[config.mk]
export PLATFORM = sky130hd
export DESIGN_NAME = pwb_ctrl
export DESIGN_NICKNAME = d
export VERILOG_FILES = /design/src/rtl/pwb_pkg.sv /design/src/rtl/pwb_pick.sv /design/src/rtl/pwb_slots.sv /design/src/rtl/pwb_timer.sv /design/src/rtl/pwb_ctrl.sv
export SDC_FILE = /design/constraint.sdc
export NUM_CORES = 1
export LEC_CHECK = 0
export ABC_AREA = 1
export BUFFER_PORTS_ARGS = -buffer_cell sky130_fd_sc_hd__buf_2
export CORE_ASPECT_RATIO = 0.7
export CORE_UTILIZATION = 33
export CTS_CLUSTER_DIAMETER = 80
export CTS_CLUSTER_SIZE = 40
export DETAILED_ROUTE_END_ITERATION = 16
export SYNTH_ARGS = -nofsm -noshare
export SYNTH_HDL_FRONTEND = slang
export SYNTH_SLANG_ARGS = --single-unit
[constraint.sdc]
create_clock -name clk -period 4.8 [get_ports clk]
set_input_delay 0.48 -clock clk [delete_from_list [all_inputs] [get_ports clk]]
set_output_delay 0.48 -clock clk [all_outputs]
set_load 0.03 [all_outputs]
[src/rtl/pwb_pkg.sv]
package pwb_pkg;

  typedef enum logic [1:0] {
    PWB_INIT  = 2'd0,
    PWB_IDLE  = 2'd1,
    PWB_WRITE = 2'd2
  } pwb_state_e;

  // next in-page offset, wrapping inside a page of 2**ofs_w slots
  function automatic logic [15:0] pwb_wrap_inc(input logic [15:0] ofs, input int unsigned ofs_w);
    logic [15:0] mask;
    mask = 16'((32'd1 << ofs_w) - 32'd1);
    return (ofs + 16'd1) & mask;
  endfunction

  // full array address from page number and in-page offset
  function automatic logic [31:0] pwb_join(input logic [31:0] page, input logic [31:0] ofs,
                                           input int unsigned ofs_w);
    return (page << ofs_w) | ofs;
  endfunction

endpackage

[src/rtl/pwb_pick.sv]
module pwb_pick #(
  parameter int W     = 64,
  parameter int IDX_W = 6
) (
  input  logic [W-1:0]     req,
  output logic [IDX_W-1:0] idx,
  output logic             found
);
  always_comb begin
    idx   = '0;
    found = 1'b0;
    for (int i = W - 1; i >= 0; i--) begin
      if (req[i]) begin
        idx   = IDX_W'(i);
        found = 1'b1;
      end
    end
  end
endmodule

[src/rtl/pwb_slots.sv]
module pwb_slots #(
  parameter int SLOTS  = 64,
  parameter int IDX_W  = 6,
  parameter int DATA_W = 8
) (
  input  logic              clk,
  input  logic              rst_n,
  input  logic              clr,
  input  logic              ld,
  input  logic [IDX_W-1:0]  ld_idx,
  input  logic [DATA_W-1:0] ld_data,
  input  logic              drop,
  input  logic [IDX_W-1:0]  drop_idx,
  input  logic [IDX_W-1:0]  rd_idx,
  output logic [DATA_W-1:0] rd_data,
  output logic [SLOTS-1:0]  filled
);
  logic [SLOTS*DATA_W-1:0] flat;

  for (genvar g = 0; g < SLOTS; g++) begin : g_slot
    logic              v_q;
    logic [DATA_W-1:0] b_q;
    always_ff @(posedge clk or negedge rst_n) begin
      if (!rst_n) begin
        v_q <= 1'b0;
        b_q <= '0;
      end else if (clr) begin
        v_q <= 1'b0;
      end else if (ld && ld_idx == IDX_W'(g)) begin
        v_q <= 1'b1;
        b_q <= ld_data;
      end else if (drop && drop_idx == IDX_W'(g)) begin
        v_q <= 1'b0;
      end
    end
    assign filled[g] = v_q;
    assign flat[g*DATA_W +: DATA_W] = b_q;
  end

  assign rd_data = flat[rd_idx*DATA_W +: DATA_W];
endmodule

[src/rtl/pwb_timer.sv]
module pwb_timer #(
  parameter int CYCLES = 1250000,
  localparam int CNT_W = $clog2(CYCLES + 1)
) (
  input  logic clk,
  input  logic rst_n,
  input  logic load,
  input  logic run,
  output logic zero
);
  logic [CNT_W-1:0] cnt_q;

  always_ff @(posedge clk or negedge rst_n) begin
    if (!rst_n)                cnt_q <= '0;
    else if (load)             cnt_q <= CNT_W'(CYCLES - 1);
    else if (run && !zero)     cnt_q <= cnt_q - 1'b1;
  end

  assign zero = (cnt_q == '0);
endmodule

[src/rtl/pwb_ctrl.sv]
module pwb_ctrl
  import pwb_pkg::*;
#(
  parameter int PAGE_W    = 8,
  parameter int OFS_W     = 6,
  parameter int DATA_W    = 8,
  parameter int WR_CYCLES = 1250000,
  parameter logic [DATA_W-1:0] ERASED_VAL = '1,
  localparam int ADDR_W = PAGE_W + OFS_W
) (
  input  logic              clk,
  input  logic              rst_n,
  input  logic              wr_open,
  input  logic [ADDR_W-1:0] wr_addr,
  input  logic              ld_en,
  input  logic [DATA_W-1:0] ld_data,
  input  logic              wr_commit,
  output logic              mem_we,
  output logic [ADDR_W-1:0] mem_addr,
  output logic [DATA_W-1:0] mem_wdata,
  output logic              busy
);
  localparam int SLOTS = 1 << OFS_W;

  pwb_state_e         state_q;
  logic               open_q;
  logic [PAGE_W-1:0]  page_q;
  logic [OFS_W-1:0]   ofs_q;
  logic [ADDR_W-1:0]  init_q;

  logic [SLOTS-1:0]   filled;
  logic               any_filled;
  logic [OFS_W-1:0]   pick_idx;
  logic [DATA_W-1:0]  pick_data;
  logic               tmr_zero;

  // named internal events
  logic idle_phase, init_phase, wr_phase;
  logic evt_open, evt_load, evt_commit, evt_commit_go, evt_commit_empty;
  logic drain_en, evt_release, init_last;

  assign idle_phase = (state_q == PWB_IDLE);
  assign init_phase = (state_q == PWB_INIT);
  assign wr_phase   = (state_q == PWB_WRITE);

  assign evt_open         = idle_phase && wr_open;
  assign evt_load         = idle_phase && open_q && !wr_open && ld_en;
  assign evt_commit       = idle_phase && open_q && !wr_open && !ld_en && wr_commit;
  assign evt_commit_go    = evt_commit && any_filled;
  assign evt_commit_empty = evt_commit && !any_filled;
  assign drain_en         = wr_phase && any_filled;
  assign evt_release      = wr_phase && tmr_zero && !any_filled;
  assign init_last        = init_phase && (init_q == '1);

  pwb_slots #(.SLOTS(SLOTS), .IDX_W(OFS_W), .DATA_W(DATA_W)) u_slots (
    .clk      (clk),
    .rst_n    (rst_n),
    .clr      (evt_open),
    .ld       (evt_load),
    .ld_idx   (ofs_q),
    .ld_data  (ld_data),
    .drop     (drain_en),
    .drop_idx (pick_idx),
    .rd_idx   (pick_idx),
    .rd_data  (pick_data),
    .filled   (filled)
  );

  pwb_pick #(.W(SLOTS), .IDX_W(OFS_W)) u_pick (
    .req   (filled),
    .idx   (pick_idx),
    .found (any_filled)
  );

  pwb_timer #(.CYCLES(WR_CYCLES)) u_timer (
    .clk   (clk),
    .rst_n (rst_n),
    .load  (evt_commit_go),
    .run   (wr_phase),
    .zero  (tmr_zero)
  );

  always_ff @(posedge clk or negedge rst_n) begin
    if (!rst_n) begin
      state_q <= PWB_INIT;
      init_q  <= '0;
    end else begin
      case (state_q)
        PWB_INIT: begin
          init_q <= init_q + 1'b1;
          if (init_last) state_q <= PWB_IDLE;
        end
        PWB_IDLE:  if (evt_commit_go) state_q <= PWB_WRITE;
        PWB_WRITE: if (evt_release)   state_q <= PWB_IDLE;
        default:   state_q <= PWB_IDLE;
      endcase
    end
  end

  always_ff @(posedge clk or negedge rst_n) begin
    if (!rst_n) begin
      open_q <= 1'b0;
      page_q <= '0;
      ofs_q  <= '0;
    end else if (evt_open) begin
      open_q <= 1'b1;
      page_q <= wr_addr[ADDR_W-1:OFS_W];
      ofs_q  <= wr_addr[OFS_W-1:0];
    end else if (evt_load) begin
      ofs_q  <= OFS_W'(pwb_wrap_inc(16'(ofs_q), OFS_W));
    end else if (evt_commit) begin
      open_q <= 1'b0;
    end
  end

  assign mem_we    = init_phase || drain_en;
  assign mem_addr  = init_phase ? init_q
                                : ADDR_W'(pwb_join(32'(page_q), 32'(pick_idx), OFS_W));
  assign mem_wdata = init_phase ? ERASED_VAL : pick_data;
  assign busy      = !idle_phase;
endmodule

==> impl_metrics.csv <==
group,metric,value,unit
status,status,"complete, but fails checks",
status,violations,"design-rule violations, negative setup slack",
sta,hold_violations,0,
floorplan,rows,92,
final_layout,ff_latch_area,0.0157,sq mm
floorplan,dieArea,0.0923,sq mm
clock_network,clockRootBuffer,"clkbuf_16",
critical_path,cp-end-kind,"output pin",
final_layout,final_cell_mix,"nand2_1, dfrtp_1, o21ai_0",
floorplan,core-area,0.0901,sq mm
critical_path,worstPathArrival,5.90,ns
critical_path,crit_fanout,21,
routing,drt-pass1-iter-count,12,
floorplan,start_util,0.333,
critical_path,crit_path_frequent_cell,"nand2_1",
sta,fin_worst_skew,0.0392,ns
final_layout,final_common_cell,"nand2_1",
final_layout,drive_above_1_share,0.124,
critical_path,cp_top_family,"simple AND/OR/NAND/NOR gates",
sta,drv_slew,0,
floorplan,die_y,254,um
logic_synthesis,async_flop_share,1.00,
critical_path,cpPeakStageDelay,0.39,ns
grt,grt_max_degree,147,
sta,relSlewSlack,0.249,
floorplan,die_x,363,um
sta,worst_pin_slew,1.12,ns
logic_synthesis,ys_ff_latch,628,
power,p_per_area,634,mW/mm^2
clock_network,clock_path_buffers,3,
clock_network,clk_latency,0.68,ns
floorplan,io_pins,51,
critical_path,reg2reg_slack,-0.37,ns
critical_path,crit_slowest_cell,"dfrtp_1",
final_layout,nFillCells,9131,
logic_synthesis,yosysSeqAreaShare,0.523,
power,peakVddDrop,0.000414,V
sta,fin_crit_sh,1.33,
placed_design,io_buffers,50,
critical_path,path_buf_inv,4,
min_path,hold_path.class,"in2reg",
sta,setup_viol,49,
sta,rsz0062_at_grt,"yes",
logic_synthesis,syn_avg_cell_area,7.90,sq um
critical_path,path_class,"reg2out",
sta,finalWorstSetupSlack,-1.58,ns
grt,antenna_found_initial,1,
grt,grt_pass1_wl,161,mm
logic_synthesis,yosysWarnings,0,
routing,routed_wl,107,mm
placed_design,hpwl,68.2,mm
routing,vias,27300,
final_layout,fin_nets,3887,
final_layout,multi_input_area,0.0133,sq mm
logic_synthesis,ys_dominant_reg_cell,"dfrtp_1",
routing,viasPerCell,5.35,
routing,wire_per_inst,20.9,um
routing,drc,1,
logic_synthesis,synth.distinct_cells,41,
logic_synthesis,syn_inst,3805,
final_layout,syn_to_final_growth,17.9,%
routing,ant_nets,0,
critical_path,critical_path.startpoint_type,"flop",
sta,period_minus_slack,6.38,ns
clock_network,htree_num_levels,1,
clock_network,cts_sinks,628,
critical_path,required,4.32,ns
placed_design,place_congestion,0.963,
grt,grt_pass1_vias,25300,
clock_network,path_clk_slew,0.12,ns
sta,max_freq,157,MHz
clock_network,cts_buffers,28,
logic_synthesis,syn_area,0.0300,sq mm
logic_synthesis,synth_edf_count,0,
clock_network,cts_tree,"built",
routing,drt_iter0_drc,3244,
grt,grt.total_usage,0.227,
flow_run,drv_cap,0,
logic_synthesis,syn_nets,3838,
power,leakage,0.0168,uW
grt,grt.overflow.total,0,
sta,timing.hold.ws,0.0263,ns
placed_design,post-place-ws,-1.22,ns
-- registers in the layout (all words and copies together), names as in the netlist --
signal and cells:
u_timer.cnt_q 21, ofs_q 6, u_slots.g_slot.v_q 64, state_q 2, u_slots.g_slot.b_q 512, open_q 1, page_q 8, init_q 14
-- cell type report --
cell class,instances,area share
diodes,1,0.0000707
clock buffers,30,0.0209
clock inverters,22,0.0101
inverters,198,0.0218
multi-input cells,2717,0.375
flip-flops and latches,628,0.444
well taps,1222,0.0432
repair buffers,281,0.0853
-- worst paths after layout --
path | from | end | cells after the start
worst min-delay path | wr_addr[13] | page_q[7] | 3
worst max-delay path | u_slots.g_slot[62].v_q | mem_wdata[2] | 75
min in group asynchronous | rst_n | u_slots.g_slot[37].b_q[5] | 2
worst max register to register | u_slots.g_slot[62].v_q | u_slots.g_slot[37].v_q | 74
max in group asynchronous | rst_n | u_slots.g_slot[63].b_q[2] | 3
worst min register to register | page_q[7] | page_q[7] | 2
-- power by group --
group / internal (uW) / switching, uW / total [uW] / leakage [uW]
combinational: 4340 / 7450 / 11800 / 0.00769
sequential: 6540 / 774 / 7310 / 0.00859
clock: 1270 / 2090 / 3360 / 0.000517
total: 12100 / 10300 / 22500 / 0.0168
-- worst reg2reg max path, delay by kind of cell (launching register included) --
family                 cells  cell delay (ns)
and+or+nand+nor           65             3.54
buffers and inverters      8             1.01
DFF                        1             0.39
AOI/OAI and AO/OA          1             0.15
-- stage by stage --
step | cell area [sq um] | setup TNS [ns] | util | power, uW | instances
finish | 35400 | -20.62 | 0.393 | 22500 | 5099
CTS | 34600 | -14.40 | 0.384 | 21100 | 5080
detailed placement | 32700 | -9.94 | 0.363 | 16600 | 5006
global route | 35400 | -63.16 | 0.393 | 23500 | 5099
floorplan | 30000 | 0 | - | 12000 | 3805
global placement | 32700 | -15.11 | 0.363 | 16600 | 5006
-- cells in the mapped netlist, types with 3 or more instances --
| cell | count | area share |
|---|---|---|
| buf_2 | 23 | 0.0038 |
| nand3b_1 | 69 | 0.017 |
| nand4_1 | 175 | 0.036 |
| ha_1 | 6 | 0.0025 |
| inv_1 | 186 | 0.023 |
| xnor2_1 | 3 | 0.00087 |
| nor4_1 | 6 | 0.0012 |
| nor2_1 | 170 | 0.021 |
| a21oi_1 | 33 | 0.0055 |
| xor2_1 | 13 | 0.0038 |
| o211ai_1 | 66 | 0.016 |
| nand2_1 | 1272 | 0.16 |
| buf_1 | 23 | 0.0029 |
| inv_2 | 3 | 0.00037 |
| o31ai_1 | 3 | 0.00075 |
| clkbuf_1 | 212 | 0.026 |
| nor3_1 | 19 | 0.0032 |
| o21ai_0 | 552 | 0.092 |
| o21ai_1 | 15 | 0.0025 |
| nand3_1 | 288 | 0.048 |
| clkinv_1 | 9 | 0.0011 |
| buf_6 | 3 | 0.0011 |
| dfrtp_1 | 628 | 0.52 |
-- timing repair --
item                                    CTS  global route
resized for setup                       127           165
buffers inserted                         13            24
hold buffers                              4             0
hold endpoints to repair                 47             0
gates cloned                              6             2
pin swaps                                23            49
endpoints found under the setup margin   42            74
-- cells by family after synthesis --
logic type      share of synthesized area
xor+xnor                          0.00466
fa+ha+maj                         0.00250
simple gates                        0.290
buf+inv                            0.0595
compound gates                      0.121
flops                               0.523
-- layer usage --
metal	routed length, um	GRT usage	vias up
li1	-	-	12700
met1	49900	0.348	13300
met2	43400	0.321	1142
met3	10600	0.0543	136
met4	2360	0.0448	4
met5	195	0	-
Power figures use the tool's default switching activity.
